## src/rtl/rxk_pkg.sv

```systemverilog
package rxk_pkg;

  localparam int WORD_W = 32;

  typedef enum logic [2:0] {
    MEM_IDLE,
    MEM_RD_SIZE,
    MEM_RD_BUF,
    MEM_RD_NEXT,
    MEM_WR_HEAD,
    MEM_WR_TAIL,
    MEM_WR_BYTE,
    MEM_WR_SIZE
  } memOp_e;

  typedef struct packed {
    logic   loadBase;
    logic   capSize;
    logic   capBuf;
    logic   capNext;
    logic   take;
    logic   newFrame;
    logic   advance;
    memOp_e op;
  } rxkStrobe_t;

endpackage

```

## src/rtl/rxk_datapath.sv

```systemverilog
module rxk_datapath
  import rxk_pkg::*;
#(
  parameter int AW      = 32,
  parameter int LW      = 16,
  parameter int SZ_BITS = 11
) (
  input  logic              clk,
  input  logic              rstN,
  input  rxkStrobe_t        sb,
  input  logic [AW-1:0]     ringBase,
  input  logic [7:0]        inByte,
  input  logic              inLast,
  input  logic [LW-1:0]     maxFrameLen,
  input  logic [31:0]       stationHi,
  input  logic [15:0]       stationLo,
  input  logic              bcastPass,
  input  logic              bcastDrop,
  input  logic              mcastPass,
  input  logic              mcastDrop,
  input  logic [WORD_W-1:0] memRdata,
  output logic              memReq,
  output logic              memWe,
  output logic [AW-1:0]     memAddr,
  output logic [WORD_W-1:0] memWdata,
  output logic              descEmpty,
  output logic              filterOk,
  output logic              lenOver,
  output logic              atSixth
);

  localparam int DST_BYTES = 6;

  logic [AW-1:0]     descPtr, bufPtr, nextPtr;
  logic [WORD_W-1:0] hdrWord, pack, packNext;
  logic [LW-1:0]     frameLen;
  logic [1:0]        lane;
  logic [7:0]        dst [DST_BYTES];
  logic [7:0]        sta [DST_BYTES];
  logic              isBcast, isMcast, staMatch;

  assign lane = frameLen[1:0];

  always_comb begin
    packNext = (lane == 2'd0) ? '0 : pack;
    for (int k = 0; k < 4; k++)
      if (lane == 2'(k)) packNext[8*k +: 8] = inByte;
  end

  always_ff @(posedge clk) begin
    if (!rstN) begin
      descPtr   <= '0;
      bufPtr    <= '0;
      nextPtr   <= '0;
      descEmpty <= 1'b0;
      hdrWord   <= '0;
      pack      <= '0;
      frameLen  <= '0;
    end else begin
      if (sb.loadBase)     descPtr <= ringBase;
      else if (sb.advance) descPtr <= nextPtr;
      if (sb.capSize) descEmpty <= memRdata[WORD_W-1];
      if (sb.capBuf)  bufPtr    <= memRdata[AW-1:0];
      if (sb.capNext) nextPtr   <= memRdata[AW-1:0];
      if (sb.newFrame) begin
        frameLen <= '0;
        pack     <= '0;
      end else if (sb.take) begin
        pack <= packNext;
        if (frameLen == LW'(3)) hdrWord <= packNext;
        if (frameLen != '1) frameLen <= frameLen + 1'b1;
      end
    end
  end

  // destination bytes as they stand when the sixth one is on the input
  assign dst[0] = hdrWord[7:0];
  assign dst[1] = hdrWord[15:8];
  assign dst[2] = hdrWord[23:16];
  assign dst[3] = hdrWord[31:24];
  assign dst[4] = pack[7:0];
  assign dst[5] = inByte;

  generate
    for (genvar g = 0; g < 4; g++) begin : g_staHi
      assign sta[g] = stationHi[31-8*g -: 8];
    end
    for (genvar g = 0; g < 2; g++) begin : g_staLo
      assign sta[4+g] = stationLo[15-8*g -: 8];
    end
  endgenerate

  always_comb begin
    isBcast  = 1'b1;
    staMatch = 1'b1;
    for (int k = 0; k < DST_BYTES; k++) begin
      if (dst[k] != 8'hFF)  isBcast  = 1'b0;
      if (dst[k] != sta[k]) staMatch = 1'b0;
    end
  end

  assign isMcast  = dst[0][0];
  assign filterOk = isBcast ? (bcastPass || !bcastDrop) :
                    isMcast ? (mcastPass || !mcastDrop) : staMatch;
  assign lenOver  = frameLen > maxFrameLen;
  assign atSixth  = frameLen == LW'(DST_BYTES - 1);

  always_comb begin
    memReq   = 1'b0;
    memWe    = 1'b0;
    memAddr  = '0;
    memWdata = '0;
    unique case (sb.op)
      MEM_RD_SIZE: begin memReq = 1'b1; memAddr = descPtr + AW'(1); end
      MEM_RD_BUF:  begin memReq = 1'b1; memAddr = descPtr; end
      MEM_RD_NEXT: begin memReq = 1'b1; memAddr = descPtr + AW'(2); end
      MEM_WR_HEAD: begin
        memReq = 1'b1; memWe = 1'b1; memAddr = bufPtr; memWdata = hdrWord;
      end
      MEM_WR_TAIL: begin
        memReq = 1'b1; memWe = 1'b1; memAddr = bufPtr + AW'(1); memWdata = pack;
      end
      MEM_WR_BYTE: begin
        memReq   = sb.take && (lane == 2'd3 || inLast);
        memWe    = memReq;
        memAddr  = bufPtr + AW'(frameLen >> 2);
        memWdata = packNext;
      end
      MEM_WR_SIZE: begin
        memReq   = 1'b1;
        memWe    = 1'b1;
        memAddr  = descPtr + AW'(1);
        memWdata = {{(WORD_W-SZ_BITS){1'b0}}, frameLen[SZ_BITS-1:0]};
      end
      default: ;
    endcase
  end

  // the byte count saturates instead of wrapping to a small length
  p_len_sat_r7: assert property (@(posedge clk) disable iff (!rstN)
    sb.take && !sb.newFrame && frameLen == '1 |=> frameLen == '1);

endmodule

```

## src/rtl/rxk_control.sv

```systemverilog
module rxk_control
  import rxk_pkg::*;
(
  input  logic       clk,
  input  logic       rstN,
  input  logic       cfgRxEnable,
  input  logic       dmaStart,
  input  logic       inValid,
  input  logic       inLast,
  input  logic       descEmpty,
  input  logic       filterOk,
  input  logic       lenOver,
  input  logic       atSixth,
  output rxkStrobe_t sb,
  output logic       inReady,
  output logic       dmaOn,
  output logic       rxDone,
  output logic       rxOverflow
);

  typedef enum logic [3:0] {
    S_IDLE, S_SKIP, S_RDSIZE, S_RDBUF, S_RDNEXT, S_GETNEXT,
    S_HDR, S_FLUSH, S_TAIL, S_BODY, S_DRAIN, S_CLOSE, S_OVCHK
  } state_e;

  state_e state, nxt;
  logic   endSeen, endNext;

  always_comb begin
    sb          = '0;
    sb.loadBase = dmaStart;
    nxt         = state;
    endNext     = endSeen;
    inReady     = 1'b0;
    rxDone      = 1'b0;
    rxOverflow  = 1'b0;
    unique case (state)
      S_IDLE: if (inValid) begin
        sb.newFrame = 1'b1;
        nxt = (cfgRxEnable && dmaOn) ? S_RDSIZE : S_SKIP;
      end
      S_SKIP: begin
        inReady = 1'b1;
        if (inValid && inLast) nxt = S_IDLE;
      end
      S_RDSIZE:  begin sb.op = MEM_RD_SIZE; nxt = S_RDBUF; end
      S_RDBUF:   begin sb.op = MEM_RD_BUF;  sb.capSize = 1'b1; nxt = S_RDNEXT; end
      S_RDNEXT:  begin sb.op = MEM_RD_NEXT; sb.capBuf  = 1'b1; nxt = S_GETNEXT; end
      S_GETNEXT: begin sb.capNext = 1'b1; nxt = S_HDR; end
      S_HDR: begin
        inReady = 1'b1;
        if (inValid) begin
          sb.take = 1'b1;
          if (atSixth) begin
            if (!filterOk)       nxt = inLast ? S_IDLE  : S_SKIP;
            else if (!descEmpty) nxt = inLast ? S_OVCHK : S_DRAIN;
            else begin
              endNext = inLast;
              nxt     = S_FLUSH;
            end
          end else if (inLast) nxt = S_IDLE;
        end
      end
      S_FLUSH: begin sb.op = MEM_WR_HEAD; nxt = endSeen ? S_TAIL : S_BODY; end
      S_TAIL:  begin sb.op = MEM_WR_TAIL; nxt = S_CLOSE; end
      S_BODY: begin
        inReady = 1'b1;
        sb.op   = MEM_WR_BYTE;
        if (inValid) begin
          sb.take = 1'b1;
          if (inLast) nxt = S_CLOSE;
        end
      end
      S_DRAIN: begin
        inReady = 1'b1;
        if (inValid) begin
          sb.take = 1'b1;
          if (inLast) nxt = S_OVCHK;
        end
      end
      S_CLOSE: begin
        if (!lenOver) begin
          sb.op      = MEM_WR_SIZE;
          sb.advance = 1'b1;
          rxDone     = 1'b1;
        end
        nxt = S_IDLE;
      end
      S_OVCHK: begin
        rxOverflow = !lenOver;
        nxt        = S_IDLE;
      end
      default: nxt = S_IDLE;
    endcase
  end

  always_ff @(posedge clk) begin
    if (!rstN) begin
      state   <= S_IDLE;
      endSeen <= 1'b0;
      dmaOn   <= 1'b0;
    end else begin
      state   <= nxt;
      endSeen <= endNext;
      if (dmaStart)        dmaOn <= 1'b1;
      else if (rxOverflow) dmaOn <= 1'b0;
    end
  end

  // an overflow leaves the engine off unless restarted in that cycle
  p_ovf_off_r12: assert property (@(posedge clk) disable iff (!rstN)
    rxOverflow && !dmaStart |=> !dmaOn);

  // no descriptor read is issued while bytes are being accepted
  p_ready_no_read_r4: assert property (@(posedge clk) disable iff (!rstN)
    inReady |-> !(sb.op inside {MEM_RD_SIZE, MEM_RD_BUF, MEM_RD_NEXT}));

endmodule

```

## src/rtl/rx_frame_keeper.sv

```systemverilog
module rx_frame_keeper
  import rxk_pkg::*;
#(
  parameter int AW      = 32,
  parameter int LW      = 16,
  parameter int SZ_BITS = 11
) (
  input  logic              clk,
  input  logic              rstN,
  input  logic              cfgRxEnable,
  input  logic              dmaStart,
  input  logic [AW-1:0]     ringBase,
  output logic              dmaOn,
  input  logic [LW-1:0]     maxFrameLen,
  input  logic [31:0]       stationHi,
  input  logic [15:0]       stationLo,
  input  logic              bcastPass,
  input  logic              bcastDrop,
  input  logic              mcastPass,
  input  logic              mcastDrop,
  input  logic [7:0]        inByte,
  input  logic              inValid,
  input  logic              inLast,
  output logic              inReady,
  output logic              memReq,
  output logic              memWe,
  output logic [AW-1:0]     memAddr,
  output logic [WORD_W-1:0] memWdata,
  input  logic [WORD_W-1:0] memRdata,
  output logic              rxDone,
  output logic              rxOverflow
);

  rxkStrobe_t sb;
  logic descEmpty, filterOk, lenOver, atSixth;

  rxk_control i_ctl (
    .clk(clk), .rstN(rstN), .cfgRxEnable(cfgRxEnable), .dmaStart(dmaStart),
    .inValid(inValid), .inLast(inLast), .descEmpty(descEmpty),
    .filterOk(filterOk), .lenOver(lenOver), .atSixth(atSixth), .sb(sb),
    .inReady(inReady), .dmaOn(dmaOn), .rxDone(rxDone), .rxOverflow(rxOverflow)
  );

  rxk_datapath #(.AW(AW), .LW(LW), .SZ_BITS(SZ_BITS)) i_dp (
    .clk(clk), .rstN(rstN), .sb(sb), .ringBase(ringBase), .inByte(inByte),
    .inLast(inLast), .maxFrameLen(maxFrameLen), .stationHi(stationHi),
    .stationLo(stationLo), .bcastPass(bcastPass), .bcastDrop(bcastDrop),
    .mcastPass(mcastPass), .mcastDrop(mcastDrop), .memRdata(memRdata),
    .memReq(memReq), .memWe(memWe), .memAddr(memAddr), .memWdata(memWdata),
    .descEmpty(descEmpty), .filterOk(filterOk), .lenOver(lenOver),
    .atSixth(atSixth)
  );

  // memory is touched only while the engine is on
  p_gate_r2: assert property (@(posedge clk) disable iff (!rstN)
    memReq |-> dmaOn);

  // a store pulse coincides with a size write marking the slot used
  p_done_write_r6: assert property (@(posedge clk) disable iff (!rstN)
    rxDone |-> memWe && !memWdata[WORD_W-1]);

  // a frame is either stored or lost, never both
  p_excl_r12: assert property (@(posedge clk) disable iff (!rstN)
    !(rxDone && rxOverflow));

endmodule

```

## config.mk

```make
export PLATFORM = sky130hd
export DESIGN_NAME = rx_frame_keeper
export DESIGN_NICKNAME = d
export VERILOG_FILES = /design/src/rtl/rxk_pkg.sv /design/src/rtl/rxk_datapath.sv /design/src/rtl/rxk_control.sv /design/src/rtl/rx_frame_keeper.sv
export SDC_FILE = /design/constraint.sdc
export NUM_CORES = 1
export LEC_CHECK = 0
export ABC_AREA = 1
export BUFFER_PORTS_ARGS = -buffer_cell sky130_fd_sc_hd__buf_2
export CORE_ASPECT_RATIO = 2
export CORE_MARGIN = 1.5
export CORE_UTILIZATION = 38
export DETAILED_ROUTE_END_ITERATION = 8
export PLACE_DENSITY = 0.62
export SLEW_MARGIN = 10
export SYNTH_ARGS = -nofsm -noshare
export SYNTH_HDL_FRONTEND = slang
export SYNTH_SLANG_ARGS = --single-unit
```

## constraint.sdc

```tcl
create_clock -name clk -period 3.7 [get_ports clk]
set_clock_uncertainty 0.15 [all_clocks]
set_input_delay 0.185 -clock clk [delete_from_list [all_inputs] [get_ports clk]]
set_output_delay 0.185 -clock clk [all_outputs]
set_load 0.01 [all_outputs]
```

==> impl_results.md <==
* Outcome: finished, violations left
* Violated checks: setup timing
* CP cell instances: ha_4, nand4_1, nor3_2, nand3_1, nand2_2, nand2_8, nand2_8, nand2_2, nand2_2, buf_4, nand2_2, nor2_4, buf_4, nand2_4, nor2_4, nand2_1, nand3_1, nand3b_1, buf_2
* Placed Area at around 15000 µm²
* Vias/cell at roughly 5.5
* Leak at 7.47 nW
* Worst min path class: primary input to register
* CP Class: register to primary output
* IO Pins at 216
* Yosys warnings at 0
* Tcrit/Tclk final at 100%
* Startpoint class of the critical path: register
* CP arrival at 3.38 ns
* Most used cell, CP: nand2_2
* Placer Congestion at about 1
* Sequential area share after synthesis at 27.4%
* Fmax achieved at 0.269 GHz
* Multi-input gate area at 9110 µm²
* Max FO, Critical Path at 6
* Slew Viols, Final at 0
* Total track usage at 31.5%
* Post-synth top area cell: dfxtp_1
* Wire per inst at 19.5 µm
* CP endpoint kind: primary output
* Final TNS setup at -0.0130 ns
* CTS tree: done
* N_diodes at 0
* Power Density at ~270 nW/µm²
* Total Wirelength at approximately 58000 µm
* Layout cell share with drive strength beyond 1 at roughly 22%
* DP Cell Count at 2844
* Clock transition at path regs at 0.07 ns
* Vias at 16500
* Most common cell in the synthesized netlist: nand2_1
* Yosys reg bits at between 150 and 200
* Top cells by count, synth: nand2_1 (579), nor2_1 (255), inv_1 (230)
* Syn avg cell area at 6.05 µm²
* Final Critical Period at roughly 3.7 ns
* Deepest clock path buffer count at 2
* Hold Violations, Final at 0
* Syn Nets at approximately 2400
* CTS Root Cell: clkbuf_16
* Starting density of the core at between 30% and 40%
* First drt pass iteration count at 5
* DRT antenna net count at 0
* Largest net degree at the start of global routing at 80
* Post-synth ARST share at 0%
* Final Instance Area at roughly 18000 µm²
* GRT overflow at 0
* Number of placement rows at 97
* Number of global-route vias before repair at 16000
* H-tree Lvls at 4
* Slowest-stage cell, CP: dfxtp_4
* Synth top area cells: dfxtp_1 (27%), nand2_1 (16%), o21ai_0 (7.3%)
* Worst path required time at around 3.4 ns
* Relative slew slack at 41.6%
* Antenna violations before repair at 0
* Slew @ Worst Pin at between 0.8 and 0.9 ns
* Max-cap viol count at 0
* Sequential cell area at 3670 µm²
* Die area at 36400 µm²
* # setup viols final at 2
* Post-synthesis cell area at 13400 µm²
* FILL cells at 3516
* Final Non-Filler Cells at 2983
* Post-DP HPWL at 44300 µm
* Core Region at 34800 µm²
* Die Height at 268 µm
* Final Util at around half
* Buf/Inv on CP at 3
* Post-synth EDFFs at 0
* First-pass GRT wire length at 86800 µm
* Post-route setup slack at -0.0113 ns
* RSZ-0062 raised after global routing: true
* Layout net count at ~2700
* Highest routed layer: met4
* Wire length on met2 at between 30000 and 40000 µm
* Die X at 136 µm
* M1 WL at 19900 µm
* Ys flop type: dfxtp_1
* Slowest Stage Delay on Critical Path at 0.36 ns
* Area growth from synthesis to layout at 31.8%
* DRT iter0 DRCs at 1101
* Clock sink total at 183
* Maximum VDD drop at ~0.32 mV
* Cells after Synth at 2212
* Yosys cell types at between 50 and 60
* Worst path top cell family by delay: simple AND/OR/NAND/NOR gates
* Drc violations at 0
* DR WL met3 at 2710 µm
* CTS buffer count at 17
* Number of port buffers at 215
* Worst-Skew Late Latency at 0.47 ns
* Area share of the largest cell type after synthesis at 27.4%
* Pre-CTS WS at 0.268 ns
-- flip-flops by register name, indices dropped and copies added, names as in the netlist --
signal,cells
i_dp.frameLen,16
i_ctl.dmaOn,1
i_dp.pack,32
i_dp.hdrWord,32
i_ctl.state,4
i_dp.descEmpty,1
i_dp.bufPtr,32
i_ctl.endSeen,1
i_dp.nextPtr,32
i_dp.descPtr,32
-- final cells by class --
class	instances	share of cell area, %
well taps	445	3.16
multi-input cells	1690	51.7
inverters	238	5.08
repair buffers	395	15.8
clock buffers	18	2.43
flip-flops and latches	183	20.8
clock inverters	14	0.980
-- worst min-delay path: cells and delay by family --
kind            cells  cell delay [ns]
compound gates      2             0.24
buf+inv             1             0.19
-- cells by family (layout without fill, tap and decap cells) --
logic type	after synthesis	after routing	synth area share (%)
and+or+nand+nor	1160	1161	37.4
AOI/OAI and AO/OA	455	455	19.4
buffers and inverters	340	665	9.85
DFF	183	183	27.4
adders and majority gates	37	37	3.52
xor gates and xnor gates	37	37	2.42
-- timing repair --
item                       CTS  global route
hold buffers                71             0
setup endpoints to repair   25            33
setup buffers                9            24
gates cloned                 3             1
resized for setup           68           154
pin swaps                   15            63
hold endpoints to repair    99             0
-- power breakdown --
part / switching, mW / internal (mW)
combinational: 0.470 / 0.311
sequential: 0.0669 / 2.01
clock: 0.873 / 1.07
total: 1.41 / 3.38
-- per-layer routing --
| metal | vias to the layer above | GRT usage, % |
|---|---|---|
| li1 | 7965 | - |
| met1 | 7620 | 30.3 |
| met2 | 681 | 60.4 |
| met3 | 229 | 3.38 |
| met4 | 0 | 23.1 |
| met5 | - | 0 |
-- metrics by stage --
step	total power, mW	hold slack [ns]
finish	4.79	0.0519
global route	4.96	0.0735
CTS	4.74	0.0389
detailed placement	2.74	0.284
global placement	2.73	0.278
floorplan	2.46	0.170
-- worst paths after layout --
check | startpoint | end | slack (ns) | depth (start not counted)
min | dmaStart | i_dp.descPtr[4] | 0.05 | 3
min reg2reg | i_dp.hdrWord[2] | i_dp.hdrWord[2] | 0.32 | 2
max | i_dp.frameLen[9] | memAddr[11] | -0.01 | 19
max reg2reg | i_dp.hdrWord[9] | i_ctl.endSeen | 0.40 | 10
-- placed cells by master (no fill, tap or decap), types with 24 or more instances in the layout --
master         count
a21oi_1          141
buf_4             90
nand3_1          160
a31oi_1           27
o21ai_0          191
or2_2             34
dfxtp_1          176
nor2_1           217
nand2_2           61
nand2_1          503
nor2_2            24
dlygate4sd3_1     71
nand4_1           32
inv_1            227
nor3_1            28
ha_1              30
buf_2            209
No activity file was read; power rests on OpenSTA's default activity.
